[config.mk]
export PLATFORM = sky130hd
export DESIGN_NAME = rxq_top
export DESIGN_NICKNAME = d
export VERILOG_FILES = /design/src/rtl/rxq_pkg.sv /design/src/rtl/rxq_ctrl.sv /design/src/rtl/rxq_dpath.sv /design/src/rtl/rxq_cause.sv /design/src/rtl/rxq_top.sv
export SDC_FILE = /design/constraint.sdc
export NUM_CORES = 1
export LEC_CHECK = 0
export BUFFER_PORTS_ARGS = -buffer_cell sky130_fd_sc_hd__buf_2
export CAP_MARGIN = 5
export CORE_ASPECT_RATIO = 1.5
export CORE_UTILIZATION = 25
export CTS_BUF_LIST = sky130_fd_sc_hd__clkbuf_4 sky130_fd_sc_hd__clkbuf_8 sky130_fd_sc_hd__clkbuf_16
export DETAILED_ROUTE_END_ITERATION = 16
export PLACE_DENSITY = 0.45
export SLEW_MARGIN = 10
export SYNTH_ARGS = -nofsm -noshare
export SYNTH_HDL_FRONTEND = slang
export SYNTH_HIERARCHICAL = 1
export SYNTH_SLANG_ARGS = --single-unit
[constraint.sdc]
create_clock -name clk -period 11.68 [get_ports clk]
set_input_delay 1.168 -clock clk [delete_from_list [all_inputs] [get_ports clk]]
set_output_delay 1.168 -clock clk [all_outputs]
set_load 0.1 [all_outputs]
[src/rtl/rxq_pkg.sv]
package rxq_pkg;
  localparam int CAUSE_W = 12;
  localparam int EVT_W   = 4;

  localparam int B_TRIG   = 0;
  localparam int B_NEMPTY = 2;
  localparam int B_FULL   = 3;
  localparam int B_OVF    = 5;
  localparam int B_UNF    = 6;
  localparam int B_EVT0   = 8;

  localparam logic [CAUSE_W-1:0] STICKY_MASK = 12'hFE0;

  typedef struct packed {
    logic push;
    logic pop;
    logic emptyRead;
  } fifoStrb_t;

  // number of shift steps applied to depth and number of byte lanes kept
  function automatic logic [1:0] shiftFor(input logic [1:0] mode);
    return (mode == 2'd0) ? 2'd0 : (mode == 2'd1) ? 2'd1 : 2'd2;
  endfunction

  function automatic int lanesFor(input logic [1:0] mode);
    return 1 << shiftFor(mode);
  endfunction
endpackage

[src/rtl/rxq_ctrl.sv]
module rxq_ctrl
  import rxq_pkg::*;
#(
  parameter int DEPTH = 16,
  parameter int IDX_W = $clog2(DEPTH),
  parameter int CNT_W = $clog2(DEPTH + 1)
) (
  input  logic             clk,
  input  logic             rstN,
  input  logic [1:0]       widthMode,
  input  logic             wrValid,
  input  logic             rdReq,
  output fifoStrb_t        strb,
  output logic [IDX_W-1:0] wrIdx,
  output logic [IDX_W-1:0] rdIdx,
  output logic [CNT_W-1:0] count,
  output logic [CNT_W-1:0] capacity,
  output logic             ovfEvt,
  output logic             unfEvt
);
  logic [1:0]       modeQ;
  logic             modeChg;
  logic             isFull;
  logic             isEmpty;
  logic [IDX_W-1:0] wrPtr;
  logic [IDX_W-1:0] rdPtr;
  logic [CNT_W-1:0] countQ;
  logic [CNT_W-1:0] lastIdx;

  assign modeChg  = (widthMode != modeQ);
  assign capacity = CNT_W'(DEPTH) >> shiftFor(modeQ);
  assign lastIdx  = capacity - CNT_W'(1);
  assign isFull   = (countQ == capacity);
  assign isEmpty  = (countQ == '0);

  always_comb begin
    strb.push      = wrValid && !isFull && !modeChg;
    strb.pop       = rdReq && !isEmpty && !modeChg;
    strb.emptyRead = rdReq && isEmpty && !modeChg;
  end

  assign ovfEvt = wrValid && isFull && !modeChg;
  assign unfEvt = strb.emptyRead;
  assign wrIdx  = wrPtr;
  assign rdIdx  = rdPtr;
  assign count  = countQ;

  function automatic logic [IDX_W-1:0] bump(input logic [IDX_W-1:0] p,
                                            input logic [CNT_W-1:0] last);
    return (CNT_W'(p) == last) ? '0 : p + IDX_W'(1);
  endfunction

  always_ff @(posedge clk) begin
    if (!rstN) begin
      modeQ  <= 2'd0;
      wrPtr  <= '0;
      rdPtr  <= '0;
      countQ <= '0;
    end else if (modeChg) begin
      modeQ  <= widthMode;
      wrPtr  <= '0;
      rdPtr  <= '0;
      countQ <= '0;
    end else begin
      if (strb.push) wrPtr <= bump(wrPtr, lastIdx);
      if (strb.pop)  rdPtr <= bump(rdPtr, lastIdx);
      case ({strb.push, strb.pop})
        2'b10:   countQ <= countQ + CNT_W'(1);
        2'b01:   countQ <= countQ - CNT_W'(1);
        default: countQ <= countQ;
      endcase
    end
  end

  AST_NO_OVERFLOW: assert property (@(posedge clk) disable iff (!rstN)
    countQ <= capacity);
  AST_FLUSH_EMPTY: assert property (@(posedge clk) disable iff (!rstN)
    modeChg |=> (countQ == '0));
  AST_FULL_DROP: assert property (@(posedge clk) disable iff (!rstN)
    (wrValid && !rdReq && !modeChg && isFull) |=> (countQ == $past(countQ)));
  AST_EMPTY_HOLD: assert property (@(posedge clk) disable iff (!rstN)
    (rdReq && !wrValid && !modeChg && isEmpty) |=> (countQ == '0 && rdPtr == $past(rdPtr)));
endmodule

[src/rtl/rxq_dpath.sv]
module rxq_dpath
  import rxq_pkg::*;
#(
  parameter int DEPTH  = 16,
  parameter int DATA_W = 32,
  parameter int IDX_W  = $clog2(DEPTH)
) (
  input  logic              clk,
  input  logic              rstN,
  input  logic [1:0]        widthMode,
  input  fifoStrb_t         strb,
  input  logic [IDX_W-1:0]  wrIdx,
  input  logic [IDX_W-1:0]  rdIdx,
  input  logic [DATA_W-1:0] wrData,
  output logic [DATA_W-1:0] rdData
);
  localparam int LANES = DATA_W / 8;

  logic [DATA_W-1:0] mem [DEPTH];
  logic [DATA_W-1:0] maskedData;
  logic [DATA_W-1:0] rdQ;

  // byte lanes above the selected entry width are stored as zero
  for (genvar l = 0; l < LANES; l++) begin : g_lane
    assign maskedData[l*8 +: 8] = (l < lanesFor(widthMode)) ? wrData[l*8 +: 8] : 8'h00;
  end

  always_ff @(posedge clk) begin
    if (strb.push) mem[wrIdx] <= maskedData;
  end

  always_ff @(posedge clk) begin
    if (!rstN)               rdQ <= '0;
    else if (strb.pop)       rdQ <= mem[rdIdx];
    else if (strb.emptyRead) rdQ <= '0;
  end

  assign rdData = rdQ;

  AST_EMPTY_RD_ZERO: assert property (@(posedge clk) disable iff (!rstN)
    strb.emptyRead |=> (rdData == '0));
  AST_NO_PUSH_POP_EMPTY: assert property (@(posedge clk) disable iff (!rstN)
    !(strb.pop && strb.emptyRead));
endmodule

[src/rtl/rxq_cause.sv]
module rxq_cause
  import rxq_pkg::*;
#(
  parameter int CNT_W = 5
) (
  input  logic               clk,
  input  logic               rstN,
  input  logic [CNT_W-1:0]   count,
  input  logic [CNT_W-1:0]   capacity,
  input  logic [CNT_W-1:0]   trigLevel,
  input  logic               ovfEvt,
  input  logic               unfEvt,
  input  logic [EVT_W-1:0]   evtIn,
  input  logic               clrWe,
  input  logic [CAUSE_W-1:0] clrData,
  input  logic [CAUSE_W-1:0] maskIn,
  output logic [CAUSE_W-1:0] causeOut,
  output logic               irqOut
);
  logic [CAUSE_W-1:0] stickyQ;
  logic [CAUSE_W-1:0] setVec;
  logic [CAUSE_W-1:0] clrVec;
  logic [CAUSE_W-1:0] levelVec;

  always_comb begin
    setVec = '0;
    setVec[B_OVF] = ovfEvt;
    setVec[B_UNF] = unfEvt;
    for (int e = 0; e < EVT_W; e++) setVec[B_EVT0 + e] = evtIn[e];
    clrVec = clrWe ? clrData : '0;
  end

  always_comb begin
    levelVec = '0;
    levelVec[B_TRIG]   = (count > trigLevel);
    levelVec[B_NEMPTY] = (count != '0);
    levelVec[B_FULL]   = (count == capacity);
  end

  always_ff @(posedge clk) begin
    if (!rstN) stickyQ <= '0;
    else       stickyQ <= ((stickyQ & ~clrVec) | setVec) & STICKY_MASK;
  end

  assign causeOut = stickyQ | levelVec;
  assign irqOut   = |(causeOut & maskIn);

  AST_EVT_FRAME: assert property (@(posedge clk) disable iff (!rstN)
    evtIn[0] |=> causeOut[B_EVT0]);
  AST_STICKY_KEEP: assert property (@(posedge clk) disable iff (!rstN)
    !clrWe |=> ((causeOut & STICKY_MASK & $past(causeOut)) == ($past(causeOut) & STICKY_MASK)));
  AST_FULL_NEMPTY: assert property (@(posedge clk) disable iff (!rstN)
    causeOut[B_FULL] |-> causeOut[B_NEMPTY]);
  AST_OVF_SET: assert property (@(posedge clk) disable iff (!rstN)
    ovfEvt |=> causeOut[B_OVF]);
endmodule

[src/rtl/rxq_top.sv]
module rxq_top
  import rxq_pkg::*;
#(
  parameter int DEPTH  = 16,
  parameter int DATA_W = 32,
  parameter int CNT_W  = $clog2(DEPTH + 1)
) (
  input  logic               clk,
  input  logic               rstN,
  input  logic [1:0]         widthMode,
  input  logic [CNT_W-1:0]   trigLevel,
  input  logic               wrValid,
  input  logic [DATA_W-1:0]  wrData,
  input  logic               rdReq,
  output logic [DATA_W-1:0]  rdData,
  input  logic [EVT_W-1:0]   evtIn,
  input  logic               clrWe,
  input  logic [CAUSE_W-1:0] clrData,
  input  logic [CAUSE_W-1:0] maskIn,
  output logic [CAUSE_W-1:0] causeOut,
  output logic               irqOut
);
  localparam int IDX_W = $clog2(DEPTH);

  fifoStrb_t        strb;
  logic [IDX_W-1:0] wrIdx;
  logic [IDX_W-1:0] rdIdx;
  logic [CNT_W-1:0] count;
  logic [CNT_W-1:0] capacity;
  logic             ovfEvt;
  logic             unfEvt;

  rxq_ctrl #(.DEPTH(DEPTH), .IDX_W(IDX_W), .CNT_W(CNT_W)) ctrl_i (
    .clk(clk), .rstN(rstN), .widthMode(widthMode), .wrValid(wrValid), .rdReq(rdReq),
    .strb(strb), .wrIdx(wrIdx), .rdIdx(rdIdx), .count(count), .capacity(capacity),
    .ovfEvt(ovfEvt), .unfEvt(unfEvt)
  );

  rxq_dpath #(.DEPTH(DEPTH), .DATA_W(DATA_W), .IDX_W(IDX_W)) dpath_i (
    .clk(clk), .rstN(rstN), .widthMode(widthMode), .strb(strb), .wrIdx(wrIdx),
    .rdIdx(rdIdx), .wrData(wrData), .rdData(rdData)
  );

  rxq_cause #(.CNT_W(CNT_W)) cause_i (
    .clk(clk), .rstN(rstN), .count(count), .capacity(capacity), .trigLevel(trigLevel),
    .ovfEvt(ovfEvt), .unfEvt(unfEvt), .evtIn(evtIn), .clrWe(clrWe), .clrData(clrData),
    .maskIn(maskIn), .causeOut(causeOut), .irqOut(irqOut)
  );
endmodule

* Word level (Yosys, flattened, before mapping)
Memory sizes are Yosys's and may differ from the RTL's. A register that Yosys moved wholly into a read port is not among the register bits.
Index checks and enable logic that the tools add are counted.
** Word-level totals
- Bits of input ports :: 72
- RAM bits :: 512
- Memories :: 1
- Logic and storage cells :: 71
- Bits in registers :: 59
** Cells by class
- Reductions and logical operators :: 19
- Bitwise operators :: 6
- Equality and inequality tests :: 8
- Shift-type cells :: 2
- Muxes and demuxes :: 18
- $add $sub $neg :: 5
- $lt $le $gt $ge :: 5
** Memory list
- dpath_i.mem :: words 16, width 32, rd ports 1, clocked after memory_dff 1, wr ports 1, line rxq_dpath.sv:19 : logic [DATA_W-1:0] mem [DEPTH];
** Operator list (count)
- 3-bit by 32-bit < comparator with 1-bit output, first input constant :: 2
- 32-bit two-way mux :: 2
- 1-bit by 32-bit < comparator with 1-bit output, first input constant :: 1
- 2-bit by 32-bit < comparator with 1-bit output, first input constant :: 1
- 8-bit two-way mux :: 4
- 1-bit by 2-bit left shift with 32-bit output, first input constant :: 1
- 12-bit AND :: 2
- 4-bit two-way mux :: 4
- 12-bit two-way mux :: 1
- 12-bit inverter :: 1
- 12-bit OR :: 1
- 12-bit by 4-bit OR with 12-bit output :: 1
- 12-bit OR reduction :: 1
- 4-bit by 5-bit == test with 1-bit output :: 2
- 5-bit one-hot mux with 2 select lines :: 1
- 5-bit by 1-bit subtractor with 5-bit output, second input constant :: 2
- 4-bit by 1-bit adder with 4-bit output, second input constant :: 2
- 1-bit logical AND :: 8
- 2-bit two-way mux :: 4
- 2-bit by 1-bit == test with 1-bit output, second input constant :: 3
- 5-bit by 1-bit adder with 5-bit output, second input constant :: 1
- 5-bit == test :: 1
- 5-bit > comparator :: 1
- 5-bit logical NOT :: 1
- other kinds (10) :: 15

* Depth between registers and ports, before layout
- Depth after elaboration :: 10
- Gate-level depth with buffers :: 13
- Mapped depth without buffers :: 12

* Hierarchy
The synthesis kept the hierarchy.
** By module, submodules not included
- rxq_dpath :: instances 1, area each 20793.7 µm², sequential area each 16015.4 µm², cells each 1037
- rxq_ctrl :: instances 1, area each 1007.2 µm², sequential area each 300.3 µm², cells each 118
- rxq_cause :: instances 1, area each 511.7 µm², sequential area each 140.1 µm², cells each 66

* Least setup slack after synthesis
Ideal clock, no wire load.
- Path type :: input-to-reg
- Start point :: input widthMode[0]
- End point :: memory dpath_i.mem[0][0] (enable)
- Path slack :: 6616 ps
- Arrival :: 4603 ps
- Cell stages on the path :: 5
- Setup time :: 461 ps
- Path through :: xnor2_1 > nand3_2 > a31oi_4 > or3b_2 > nor3_1
** RTL lines
- from (decl) :: line rxq_top.sv:10 : input logic [1:0] widthMode,
- to (decl) :: line rxq_dpath.sv:19

==> results.yml <==
detailed_routing:
  drt_first_pass_iters: 5
  viasPerCell: 4.49
  drtAntennaViolNets: 0
  num_vias: 11350
  drtIter0Drc: 643
  post_drt_wl_per_cell_um: 22.4
  drcViolationCount: 0
  drt_wl_total_mm: 56.7
setup_path:
  cp_top_family: "simple AND/OR/NAND/NOR gates"
  critPathMaxFanout: 24
  r2r_slack_ns: 8.08
  rr_worst_depth: 6
  cp-end-kind: "flop"
  cp_num_cells: 8
  crit_path_frequent_cell: "buf_4"
  path_buf_inv: 3
  worstReg2RegEnd: "dpath_i/mem[8][6]"
  crit_start: "widthMode[1]"
  cp-endpoint: "dpath_i/mem[8][6]"
  worstPathArrival_ns: 4.07
  crit_path_top_delay_cell: "nor3_2"
  crit_required_ns: 11.90
  crit_chain: "buf_2 > buf_4 > xnor2_2 > nand3_2 > a31oi_4 > nand3b_1 > nor3_2 > buf_4"
  reg2reg_from: "ctrl_i/modeQ[1]"
  critPathKind: "in2reg"
  cpPeakStageDelay_ns: 0.78
  worstSetupStartpointType: "input pin"
final_layout:
  layout.nets: 1425
  drive_above_1_share_pct: 33.4
  antenna_cells: 0
  syn_to_final_growth_pct: 16.6
  fin_area_mm2: 0.0260
timing:
  worstMarginPinSlew_ns: 1.11
  drv_slew: 0
  finalHoldViolations: 0
  min_period_over_period_pct: 32.9
  setup_viol: 0
  fin_crit_ns: 3.85
  rsz0062_at_grt: "false"
  worst_clock_skew_ns: 0.0150
  finalSetupTns_ns: 0
  fmax_mhz: 260
  maxSlewHeadroom_pct: 25.9
global_routing:
  antenna_found_initial: 4
  grt_overflow_total: 0
  grt_pass1_wl_mm: 82.3
  grt_pass1_vias: 12160
  grt_max_degree: 142
  track_usage_pct: 12.5
synth:
  yosysMostFrequentCell: "edfxtp_1"
  yosys.area.top_type: "edfxtp_1"
  seq_area_frac_synth_pct: 73.8
  ys_async_sr_fraction_pct: 0
  ys_warn_count: 6
  synth_edf_count: 512
  netlist.area_leader.share_pct: 68.9
  ys.flop_type: "edfxtp_1"
  synthCells: 1221
  avgSynthCellArea_um2: 18.3
  ys_types: 54
  synth_common_cells: "edfxtp_1 (512), mux2_2 (138), nor2_1 (74)"
  synth_area_mm2: 0.0223
  synth.area.top_cells: "edfxtp_1 (69%), mux2_2 (7.0%), mux4_2 (6.5%)"
  ys_ff_latch: 566
clock_network:
  cts_made_buffers: 53
  cts-resized-gates: 0
  insertion_delay_ns: 0.58
  cts_root_buf: "clkbuf_16"
  cts_tree: "done"
  cts_setup_buffers: 0
  cts_hold_buffers: 0
  cts.clk_slew.worst_paths_ns: 0.06
  cts_buffer_depth: 3
  h-tree-depth: 2
  cts_sinks: 566
floorplanning:
  die_height_um: 368
  ios: 117
  start_util_pct: 25.3
  core_region_area_mm2: 0.0880
  num_rows: 133
  die_w_um: 246
  die-area_mm2: 0.0905
pwr:
  power.density_mw_per_mm2: 156
  ir_worst_vdd_mv: 0.0922
  p_leak_nw: 8.03
placement:
  finalWeightedCongestion: 0.691
  post_dp_cell_area_mm2: 0.0243
  port-buffer-count: 107
  dp_hpwl_mm: 30.1
flow_run:
  drv_cap: 0
run_status:
  status: "completed"
min_path:
  hold_class: "reg2reg"
==> power by group <==
part           switching [W]  leakage, nW  internal [W]
sequential        0.00000381         4.94       0.00221
combinational      0.0000770         2.22     0.0000269
clock               0.000748        0.877      0.000995
total               0.000829         8.03       0.00324
==> layer usage <==
layer / vias to the layer above / wire (µm) / part of all wire [%] / GRT usage [%]
li1: 5109 / - / - / -
met1: 5985 / 23700 / 42 / 15.2
met2: 187 / 29900 / 53 / 22.9
met3: 67 / 1910 / 3.4 / 1.72
met4: 2 / 1160 / 2.1 / 3.33
met5: - / 8 / 0.014 / 0
==> state kept, by name, indices dropped and copies added (netlist names) <==
| name | cells |
|---|---|
| ctrl_i/rdIdx | 4 |
| cause_i/stickyQ | 7 |
| ctrl_i/modeQ | 2 |
| dpath_i/mem | 512 |
| ctrl_i/wrIdx | 4 |
| ctrl_i/count | 5 |
| dpath_i/rdData | 32 |
==> through the flow <==
stage	std cells	power (W)	setup WS, ns	hold WS (ns)	util, %
after floorplan	1223	0.00233	6.62	0.520	-
after global routing	2530	0.00419	7.63	0.461	29.6
after global placement	2432	0.00237	7.21	0.436	27.6
after detailed placement	2432	0.00237	7.14	0.447	27.6
after CTS	2530	0.00412	7.77	0.456	29.6
final	2530	0.00407	7.83	0.457	29.6
==> worst min path at each step <==
stage / cells past startpoint / endpoint / from
floorplan: 2 / ctrl_i/wrIdx[3] / ctrl_i/wrIdx[3]
global placement: 2 / cause_i/stickyQ[7] / cause_i/stickyQ[7]
detailed placement: 2 / cause_i/stickyQ[7] / cause_i/stickyQ[7]
CTS: 2 / cause_i/stickyQ[7] / cause_i/stickyQ[7]
global route: 2 / cause_i/stickyQ[7] / cause_i/stickyQ[7]
finish: 2 / cause_i/stickyQ[7] / cause_i/stickyQ[7]
==> layout by cell type (no fill, tap or decap), drive strengths merged, types with 24 or more instances in the layout <==
cell	Yosys	layout
edfxtp	512	512
mux2	138	138
buf	38	134
nor2	74	74
clkbuf	34	72
o22ai	66	66
mux4	64	64
dfxtp	54	54
a221o	33	33
mux2i	24	24
==> final cells by class <==
cell class / count / area (µm²)
Inverter: 16 / 60.1
Clock buffer: 72 / 1510
Timing Repair Buffer: 134 / 751
Sequential cell: 566 / 16500
Fill cell: 8621 / 62000
Clock inverter: 26 / 245
Multi-Input combinational cell: 569 / 5560
Tap cell: 1147 / 1440
==> logic make-up (layout without fill, tap and decap cells) <==
family | Yosys count | count (layout) | share of synthesized area [%]
other | 2 | 4 | 0.0337
XOR/XNOR | 11 | 11 | 0.465
adder cells (fa/ha/maj) | 13 | 13 | 0.763
buffers and inverters | 88 | 248 | 1.99
AO/OA/AOI/OAI | 135 | 135 | 4.45
multiplexers | 226 | 226 | 14.5
AND/OR/NAND/NOR | 180 | 180 | 4.04
flip-flops | 566 | 566 | 73.8
==> tightest hold or removal path, delay by kind of cell (launching register included) <==
kind / cells / cell delay, ns
AND/OR/NAND/NOR: 1 / 0.06
flip-flops: 1 / 0.32
AO/OA/AOI/OAI: 1 / 0.03
Note: power is estimated with default switching activity, not from simulation.
